<file path="src/rtl/prio_intc_pkg.sv">
package prio_intc_pkg;
  localparam int unsigned NLINES = 8;
  localparam int unsigned LVLW   = $clog2(NLINES);
  localparam int unsigned DATAW  = 8;
  localparam int unsigned BASEW  = DATAW - LVLW;

  typedef enum logic [2:0] {
    OP_MODE = 3'b000,
    OP_EOI  = 3'b001,
    OP_POLL = 3'b010
  } cmd_op_e;
endpackage

</file>
<file path="src/rtl/prio_intc_req_latch.sv">
module prio_intc_req_latch #(
  parameter int unsigned N = prio_intc_pkg::NLINES
) (
  input  logic         clk,
  input  logic         rst_n,
  input  logic         level_mode,
  input  logic [N-1:0] irq,
  input  logic [N-1:0] clr,
  output logic [N-1:0] pend
);
  logic [N-1:0] prev_q;
  logic [N-1:0] pend_q;

  for (genvar i = 0; i < N; i++) begin : g_line
    logic pend_d;
    logic rise;

    always_comb begin
      rise = irq[i] & ~prev_q[i];
      if (level_mode) pend_d = irq[i] & ~clr[i];
      else            pend_d = (pend_q[i] | rise) & ~clr[i];
    end

    always_ff @(posedge clk or negedge rst_n) begin
      if (!rst_n) begin
        prev_q[i] <= 1'b0;
        pend_q[i] <= 1'b0;
      end else begin
        prev_q[i] <= irq[i];
        pend_q[i] <= pend_d;
      end
    end


    edge_hold_chk: assert property (@(posedge clk) disable iff (!rst_n)
      (!level_mode && !pend_q[i] && !(irq[i] && !prev_q[i])) |=> !pend_q[i]);
  end

  assign pend = pend_q;
endmodule

</file>
<file path="src/rtl/prio_intc_resolver.sv">
module prio_intc_resolver #(
  parameter int unsigned N  = prio_intc_pkg::NLINES,
  parameter int unsigned LW = prio_intc_pkg::LVLW
) (
  input  logic          clk,
  input  logic          rst_n,
  input  logic [N-1:0]  vec,
  input  logic [LW-1:0] lowest,
  output logic          valid,
  output logic [LW-1:0] level,
  output logic [LW-1:0] rank
);
  logic [LW-1:0] idx;

  // rank 0 is the line just after the lowest-priority one
  always_comb begin
    valid = 1'b0;
    level = '0;
    rank  = '0;
    idx   = '0;
    for (int k = N - 1; k >= 0; k--) begin
      idx = lowest + LW'(1) + LW'(k);
      if (vec[idx]) begin
        valid = 1'b1;
        level = idx;
        rank  = LW'(k);
      end
    end
  end


  sel_in_vec_chk: assert property (@(posedge clk) disable iff (!rst_n)
    valid |-> vec[level]);


  sel_none_chk: assert property (@(posedge clk) disable iff (!rst_n)
    !valid |-> (vec == '0));
endmodule

</file>
<file path="src/rtl/prio_intc.sv">
module prio_intc
  import prio_intc_pkg::*;
(
  input  logic             clk,
  input  logic             arst_n,
  input  logic             cs_n,
  input  logic             wr_n,
  input  logic             rd_n,
  input  logic             a0,
  input  logic [DATAW-1:0] din,
  output logic [DATAW-1:0] dout,
  input  logic [NLINES-1:0] irq,
  output logic             int_out,
  input  logic             inta_n
);
  localparam int unsigned PADW = DATAW - 1 - LVLW;

  // reset synchronizer: assert asynchronously, release on clock
  logic rst_s1_q, rst_n;
  always_ff @(posedge clk or negedge arst_n) begin
    if (!arst_n) begin
      rst_s1_q <= 1'b0;
      rst_n    <= 1'b0;
    end else begin
      rst_s1_q <= 1'b1;
      rst_n    <= rst_s1_q;
    end
  end

  logic [NLINES-1:0] mask_q, mask_d, isr_q, isr_d, pend;
  logic [NLINES-1:0] take_vec, clr_isr;
  logic [BASEW-1:0]  base_q, base_d;
  logic [LVLW-1:0]   lo_q, lo_d, eff_lo;
  logic              lvl_q, lvl_d, rot_q, rot_d, poll_q, poll_d, int_q, int_d;
  logic [DATAW-1:0]  dout_q, dout_d;

  logic wr_cmd, wr_msk, rd_cmd, rd_msk, mode_wr, base_wr, eoi, poll_arm;
  logic fwd, ack_take, poll_take, take;
  logic rq_valid, is_valid;
  logic [LVLW-1:0] rq_level, rq_rank, is_level, is_rank;
  cmd_op_e op;

  always_comb begin
    wr_cmd   = !cs_n && !wr_n && !a0;
    wr_msk   = !cs_n && !wr_n &&  a0;
    rd_cmd   = !cs_n && !rd_n && !a0;
    rd_msk   = !cs_n && !rd_n &&  a0;
    op       = cmd_op_e'(din[7:5]);
    base_wr  = wr_cmd &&  din[7];
    mode_wr  = wr_cmd && !din[7] && (op == OP_MODE);
    eoi      = wr_cmd && !din[7] && (op == OP_EOI);
    poll_arm = wr_cmd && !din[7] && (op == OP_POLL);
    eff_lo   = rot_q ? lo_q : LVLW'(NLINES - 1);
  end

  prio_intc_req_latch #(.N(NLINES)) u_latch (
    .clk(clk), .rst_n(rst_n), .level_mode(lvl_q),
    .irq(irq), .clr(take_vec), .pend(pend)
  );

  prio_intc_resolver #(.N(NLINES), .LW(LVLW)) u_req_res (
    .clk(clk), .rst_n(rst_n), .vec(pend & ~mask_q), .lowest(eff_lo),
    .valid(rq_valid), .level(rq_level), .rank(rq_rank)
  );

  prio_intc_resolver #(.N(NLINES), .LW(LVLW)) u_isr_res (
    .clk(clk), .rst_n(rst_n), .vec(isr_q), .lowest(eff_lo),
    .valid(is_valid), .level(is_level), .rank(is_rank)
  );

  always_comb begin
    fwd       = rq_valid && (!is_valid || (rq_rank < is_rank));
    ack_take  = !inta_n && int_q && fwd;
    poll_take = rd_cmd && poll_q && fwd;
    take      = ack_take || poll_take;
    take_vec  = take ? (NLINES'(1) << rq_level) : '0;
    clr_isr   = (eoi && is_valid) ? (NLINES'(1) << is_level) : '0;

    isr_d  = (isr_q & ~clr_isr) | take_vec;
    mask_d = wr_msk  ? din        : mask_q;
    base_d = base_wr ? din[BASEW-1:0] : base_q;
    lvl_d  = mode_wr ? din[0]     : lvl_q;
    rot_d  = mode_wr ? din[1]     : rot_q;
    lo_d   = (eoi && is_valid && rot_q) ? is_level : lo_q;
    poll_d = poll_arm ? 1'b1 : (rd_cmd ? 1'b0 : poll_q);
    int_d  = fwd && !take;

    dout_d = dout_q;
    if (ack_take)    dout_d = {base_q, rq_level};
    else if (rd_msk) dout_d = mask_q;
    else if (rd_cmd) dout_d = poll_q ? {fwd, {PADW{1'b0}}, (fwd ? rq_level : LVLW'(0))}
                                     : pend;
  end

  always_ff @(posedge clk or negedge rst_n) begin
    if (!rst_n) begin
      mask_q <= '1;
      isr_q  <= '0;
      base_q <= '0;
      lo_q   <= LVLW'(NLINES - 1);
      lvl_q  <= 1'b0;
      rot_q  <= 1'b0;
      poll_q <= 1'b0;
      int_q  <= 1'b0;
      dout_q <= '0;
    end else begin
      mask_q <= mask_d;
      isr_q  <= isr_d;
      base_q <= base_d;
      lo_q   <= lo_d;
      lvl_q  <= lvl_d;
      rot_q  <= rot_d;
      poll_q <= poll_d;
      int_q  <= int_d;
      dout_q <= dout_d;
    end
  end

  assign int_out = int_q;
  assign dout    = dout_q;


  ack_drops_int_chk: assert property (@(posedge clk) disable iff (!rst_n)
    ack_take |=> !int_out);


  ack_isr_grow_chk: assert property (@(posedge clk) disable iff (!rst_n)
    (ack_take && !eoi) |=> ($countones(isr_q) == $past($countones(isr_q)) + 1));


  eoi_shrink_chk: assert property (@(posedge clk) disable iff (!rst_n)
    (eoi && !take && (isr_q != '0)) |=> ($countones(isr_q) == $past($countones(isr_q)) - 1));


  masked_not_taken_chk: assert property (@(posedge clk) disable iff (!rst_n)
    take |=> !$past(mask_q[rq_level]));
endmodule

</file>
<file path="config.mk">
export PLATFORM = sky130hd
export DESIGN_NAME = prio_intc
export DESIGN_NICKNAME = d
export VERILOG_FILES = /design/src/rtl/prio_intc_pkg.sv /design/src/rtl/prio_intc_req_latch.sv /design/src/rtl/prio_intc_resolver.sv /design/src/rtl/prio_intc.sv
export SDC_FILE = /design/constraint.sdc
export NUM_CORES = 1
export LEC_CHECK = 0
export ABC_AREA = 1
export BUFFER_PORTS_ARGS = -buffer_cell sky130_fd_sc_hd__buf_2
export CAP_MARGIN = 20
export CORE_MARGIN = 1.5
export CORE_UTILIZATION = 55
export DETAILED_ROUTE_END_ITERATION = 16
export GPL_ROUTABILITY_DRIVEN = 0
export PLACE_DENSITY_LB_ADDON = 0.05
export SETUP_SLACK_MARGIN = 0.5
export SYNTH_ARGS = -nofsm -noshare
export SYNTH_HDL_FRONTEND = slang
export SYNTH_SLANG_ARGS = --single-unit
</file>
<file path="constraint.sdc">
create_clock -name clk -period 1.6 [get_ports clk]
set_input_delay 0.32 -clock clk [delete_from_list [all_inputs] [get_ports clk]]
set_output_delay 0.32 -clock clk [all_outputs]
set_load 0.02 [all_outputs]
</file>
Word level (Yosys, flattened, before mapping)
Cells that the tools add are included.

Output and inout bits: 9. Bits of input ports: 23. Logic and storage cells: 231. Bits in registers: 54.

Bitwise gates (word level): 53. Equal/unequal tests: 2. Muxes and demuxes: 98. Add/sub/neg operators: 8. Shift-type cells: 2. Magnitude comparators: 9. Reduce and logical (&&, ||, !) cells: 32.

Operators by type and width (count): 3-bit two-way mux (34); 1-bit binary-select mux with 3-bit select (16); 8-bit two-way mux (6); 1-bit two-way mux (42); 3-bit by 4-bit < comparator with 1-bit output, second input constant (8); 1-bit bitwise AND (24); 1-bit logical AND (19); 8-bit bitwise AND (2); 1-bit inverter (16); 8-bit inverter (2); 1-bit by 3-bit left shift with 8-bit output, first input constant (2); 3-bit adder, second input constant (4); 1-bit logical NOT (8); 1-bit bitwise OR (8); 8-bit bitwise OR (1); 3-bit by 1-bit adder with 3-bit output, second input constant (2); 3-bit by 2-bit adder with 3-bit output, second input constant (2); 3-bit by 1-bit == test with 1-bit output, second input constant (1); 3-bit by 2-bit == test with 1-bit output, second input constant (1); 3-bit logical NOT (1); 3-bit < comparator (1); 3-bit nonzero test (1); 1-bit logical OR (2); 2-bit nonzero test (1).

Depth between registers and ports, before layout
Depth after elaboration: 22. Gate-level depth with buffers: 28. Gate-level depth less buffers: 26.

Hierarchy
A second synthesis with hierarchy kept.

Cells, all modules: 701. Area total of the unflattened synthesis: 4346.7 um^2.

By module, submodules not included: prio_intc (sequential area each 964.7 um^2, cells an instance 261, instances 1, area an instance 2006.9 um^2); prio_intc_resolver (sequential area each 0.0 um^2, cells an instance 195, instances 2, area an instance 879.6 um^2); prio_intc_req_latch (sequential area each 400.4 um^2, cells an instance 50, instances 1, area an instance 580.6 um^2).

Worst setup path after synthesis
Ideal clock, no wire load.

Path type: flip-flop to flip-flop. From: register lo_q[0]. To: register dout_q[0] (netlist: dout[0]). Setup slack: -1.713 ns. Clock period less this slack: 3.313 ns. Required time: 1.484 ns. Arrival: 3.197 ns. Buffers on the path: 4. Library setup time: 0.116 ns. Cell stages (with the launch flop): 26. Cells stage by stage: dfstp_2 inv_2 nand2_8 buf_12 ha_1 buf_2 inv_2 buf_2 nand2_1 o21ai_2 nand2_1 nand2_2 inv_2 nor2_1 nand2_1 nand4_1 ha_1 a21oi_1 nand2_2 nand2_2 nand3_4 buf_6 nand3_1 nand2_1 inv_1 nand2_1.

Word-level cells in the longest chain between the ends: 21. Elaborated cells on any way between the ends: 92. Those cells by class: add/sub (8); order compare (1); mux (78); reduce/logical (5).

RTL lines: start: declaration (RTL line prio_intc.sv:33) `logic [LVLW-1:0] lo_q, lo_d, eff_lo;`; start signal: assignment (RTL line prio_intc.sv:100) `lo_q <= LVLW'(NLINES - 1);`; start signal: assignment (RTL line prio_intc.sv:110) `lo_q <= lo_d;`; 3-bit two-way mux * (RTL line prio_intc.sv:53) `eff_lo = rot_q ? lo_q : LVLW'(NLINES - 1);`; 3-bit by 1-bit adder with 3-bit output * (RTL line prio_intc_resolver.sv:22) `idx = lowest + LW'(1) + LW'(k);`; 3-bit adder (RTL line prio_intc_resolver.sv:22); 1-bit binary-select mux with 3-bit select (RTL line prio_intc_resolver.sv:23) `if (vec[idx]) begin`; 1-bit two-way mux (implied by the code) (RTL line prio_intc_resolver.sv:23); 3-bit two-way mux or 1-bit two-way mux (tied branches) (8 in a row) (RTL line prio_intc_resolver.sv:23); 3-bit < comparator or 1-bit logical NOT (tied branches) (RTL line prio_intc.sv:72) `fwd = rq_valid && (!is_valid || (rq_rank < is_rank));`; 1-bit logical OR (RTL line prio_intc.sv:72); 1-bit logical AND (RTL line prio_intc.sv:72); 3-bit two-way mux (RTL line prio_intc.sv:91) `else if (rd_cmd) dout_d = poll_q ? {fwd, {PADW{1'b0}}, (fwd ? rq_level : LVLW'(0))}`; 8-bit two-way mux (2 in a row) (RTL line prio_intc.sv:91); 8-bit two-way mux (RTL line prio_intc.sv:90) `else if (rd_msk) dout_d = mask_q;`; 8-bit two-way mux (RTL line prio_intc.sv:89) `if (ack_take) dout_d = {base_q, rq_level};`; end signal: assignment (RTL line prio_intc.sv:115) `dout_q <= dout_d;`; end: declaration (RTL line prio_intc.sv:35) `logic [DATAW-1:0] dout_q, dout_d;`.

Every way passes the cells marked *; elsewhere a longest branch is shown, timed or not. The select of a mux whose other input is x is not followed. A chain may end at the register's enable or synchronous reset.

Final worst setup path
From: register lo_q[0]. To: register u_latch.pend_q[1] (netlist: u_latch.pend[1]).

Word-level cells in the longest chain between the ends: 22. Elaborated cells on any way between the ends: 94. Those cells by class: add/sub (8); order compare (1); shift (1); mux (75); bitwise (3); reduce/logical (6).

RTL lines: 3-bit two-way mux * (RTL line prio_intc.sv:53); 3-bit by 1-bit adder with 3-bit output * (RTL line prio_intc_resolver.sv:22); 3-bit adder (RTL line prio_intc_resolver.sv:22); 1-bit binary-select mux with 3-bit select (RTL line prio_intc_resolver.sv:23); 1-bit two-way mux (implied by the code) (RTL line prio_intc_resolver.sv:23); 3-bit two-way mux or 1-bit two-way mux (tied branches) (8 in a row) (RTL line prio_intc_resolver.sv:23); 3-bit < comparator or 1-bit logical NOT (tied branches) (RTL line prio_intc.sv:72); 1-bit logical OR (RTL line prio_intc.sv:72); 1-bit logical AND (RTL line prio_intc.sv:72); 1-bit logical AND, on equally long branches (RTL line prio_intc.sv:73, prio_intc.sv:74); 1-bit logical OR (RTL line prio_intc.sv:75) `take = ack_take || poll_take;`; 8-bit two-way mux * (RTL line prio_intc.sv:76) `take_vec = take ? (NLINES'(1) << rq_level) : '0;`; 1-bit inverter * (RTL line prio_intc_req_latch.sv:20, prio_intc_req_latch.sv:21); 1-bit bitwise AND, on equally long branches (RTL line prio_intc_req_latch.sv:21, prio_intc_req_latch.sv:20); 1-bit two-way mux * (RTL line prio_intc_req_latch.sv:20) `if (level_mode) pend_d = irq[i] & ~clr[i];`; via u_latch.g_line[1].pend_d (RTL line prio_intc_req_latch.sv:15) `logic pend_d;`; end signal: indexed assignment (RTL line prio_intc_req_latch.sv:30) `pend_q[i] <= pend_d;`; end: declaration (RTL line prio_intc_req_latch.sv:12) `logic [N-1:0] pend_q;`.

Mark *: on every way through the listed nets, which the timed path passes. The rest lies on a longest branch. The select of a mux whose other input is x is not followed.

==> run metrics <==
number of flops mapped to enable cells by yosys 0; syn nets 610; nets 773; worst slew pin tran around 0.88 ns; largest net degree at the start of global routing 39; Hold WS 0.129 ns; worst-case clock buffer depth 2; synth warn 0; Synth Area in Adders 0.00980; global-route wire length before repair between 20,000 and 25,000 um; Hold Crit Class input pin to register; port buffer count 31; worst-skew pair later-pin latency 0.31 ns; utilization after layout 0.858; area of the multi-input gates 2640 um2; Core ar. 6760 um2; XOR/XNOR Fraction of Synth Area 0; Max Slew Vio Count 0; crit end category register; Clk pin slew, worst setup/hold paths 0.09 ns; CTS Sinks 54; status finished with violations; die height roughly 86 um; Global Route Usage Sum 0.359; CTS Root Cell clkbuf_8; Die W just under 90 um; Initial DRC Count 401; predominant post-synthesis flop cell dfrtp_1; Post-Synthesis Cells 584; fmax 0.312 GHz; crit share post-route 2.00; Final ANT Viol Nets 0; sequential fraction of the synthesis area 0.356; kind of critical path register to register; Placed Area 4870 um2; failing checks negative setup slack; area grow syn2layout 51.3%; cts bufs inserted 5; final WL 14,600 um; Fin. Hold Viols 0; post-synthesis simple-gate area fraction 0.423; CP required 1.79 ns; Async SR Flop Fraction 1.00; Initial Util 0.567; routed vias 4,910; largest family of logic cells by synthesized area simple AND/OR/NAND/NOR gates; placed cell count approximately 790; Row Count 30; crit path launch type register; Die ar. 7480 um2; Yosys reg bits 54; WL/cell 17.7 um; FILL cells 375; DR vias/cell 5.93; CTS tree built; Rel. slew slack 0.406; dpl hpwl 9040 um; mapped cell area 3830 um2; FF-to-FF path depth 23; Avg Cell Area, Syn about 6.6 um2; complex-gate fraction of the synthesized area 0.120; critical-path maximum fanout 7; fin crit period 3.20 ns; H-tree levels 2; io pins 32; Clock Skew 0.00871 ns; RSZ-0062 raised after global routing true; count of cell types in the netlist 42; initial antenna violation count 0; register area 1370 um2; Antenna Cells 0; post-synthesis mux area share 0; hold depth 1; setup ws final -1.60 ns; number of global-route vias before repair 4,535; Residual DRC 0; post-route cell area 5800 um2; layout cells sized above 1 0.420; count of max-cap constraint violations 0; fin cells around 830; WP data arrival 3.39 ns; drt first pass iters 5; grt total ovfl 0; Setup-failing EPs final 28
## area by class of cell
type	count	area share
clock buffers	7	0.0166
well taps	80	0.0173
flip-flops and latches	54	0.236
multi-input cells	451	0.456
repair inverters	1	0.00151
clock inverters	1	0.00151
inverters	71	0.0499
repair buffers	163	0.222
## through the flow
step	setup TNS, ns	setup slack, ns
2_1_floorplan	-39.78	-1.51
3_3_place_gp	-42.54	-1.60
3_5_place_dp	-43.66	-1.65
4_1_cts	-38.79	-1.49
5_1_grt	-46.50	-1.76
6_report	-42.59	-1.60
## kinds of logic after synthesis
group,count (synthesis)
buf+inv,81
other cells,1
fa+ha+maj,3
compound gates,77
flops,54
simple gates,368
## registers in the layout (all words and copies together), names as in the netlist
signal	flops
poll_q	1
mask_q	8
dout	8
u_latch.prev_q	8
rst_s1_q	1
lvl_q	1
lo_q	3
base_q	5
u_latch.pend	8
rot_q	1
isr_q	8
int_out	1
rst_n	1
## layer usage
layer  global-route usage  part of all wire  vias up
li1                     -                 -     2211
met1                0.427              0.36     2228
met5                    0                 0        -
met3               0.0457             0.081      117
met4                0.172             0.063        0
met2                0.640              0.50      354
## worst max-delay path: stages (launching register included)
cell	delay, ns
dfstp_2	0.57
inv_4	0.06
nand2_8	0.06
ha_4	0.18
inv_4	0.06
nand3_4	0.10
nand2_8	0.09
nand2_4	0.10
nand2_4	0.07
nand2_2	0.09
nand2_2	0.08
inv_2	0.07
nand2_2	0.08
nor3_4	0.18
nor4_4	0.05
ha_1	0.33
nand2_1	0.09
inv_1	0.05
nand2_1	0.07
nand2_2	0.09
nand2_4	0.11
nand3_2	0.21
nand2_4	0.20
a21oi_2	0.08
## path summary, 6_finish.rpt
check                      slack, ns                     endpoint                 from
setup / recovery               -1.60    u_latch.pend[1]$_DFF_PN0_  lo_q[0]$_DFFE_PN1P_
min in group asynchronous       0.18           isr_q[1]$_DFF_PN0_      rst_n$_DFF_PN0_
hold reg to reg                 0.18           isr_q[1]$_DFF_PN0_      rst_n$_DFF_PN0_
hold / removal                  0.13  u_latch.prev_q[1]$_DFF_PN0_               irq[1]
max in group asynchronous       0.84        mask_q[6]$_DFFE_PN1P_      rst_n$_DFF_PN0_
setup reg to reg               -1.60    u_latch.pend[1]$_DFF_PN0_  lo_q[0]$_DFFE_PN1P_
## synthesized netlist by cell type, drive strengths merged (2+ instances only)
cell / n / share of area
nand2: 233 / 0.25
dfrtp: 43 / 0.28
nand4: 5 / 0.0082
a21boi: 3 / 0.0098
nor3: 4 / 0.0052
nand3: 76 / 0.10
dfstp: 11 / 0.075
buf: 8 / 0.019
a31oi: 2 / 0.0033
ha: 3 / 0.0098
nor2: 44 / 0.049
nor4: 2 / 0.0049
o21ai: 36 / 0.050
a22oi: 8 / 0.016
a21oi: 22 / 0.029
clkbuf: 2 / 0.0020
and2: 2 / 0.0033
inv: 68 / 0.067
o211ai: 3 / 0.0059
clkinv: 3 / 0.0029
## placed cells by master, fill, tap and decap left out, types with 2 or more instances in the layout
master    instances
nand3_1          63
buf_12            3
clkbuf_8          7
o21ai_2           4
nand2_2          42
a21oi_2           6
nor2_1           29
nor3_4            2
nand2_1         168
buf_2            22
nand4_1           5
o211ai_1          3
nand3_2          11
o21ai_1          12
dfrtp_1          41
dfstp_2          11
inv_1            56
dfrtp_2           2
a22oi_1           8
ha_1              2
nor2_2            3
nand3_4           3
buf_4           118
o21ai_0          19
inv_4             2
nand2_8           4
buf_6            18
nand2_4          20
a21oi_1          16
a31oi_1           2
nor2_4           12
inv_2             9
nor4_4            2
## timing repair
action                     4_1_cts  5_1_grt
hold buffers                     1        0
setup buffers                   19        8
setup endpoints to repair       39       48
gates resized for setup         92       64
pin swaps                       39       28
gates cloned                     2        1
hold endpoints to repair         2        0
Power is not shown: default switching activity piles up to over one toggle a cycle in this logic, so the estimate is an artifact.
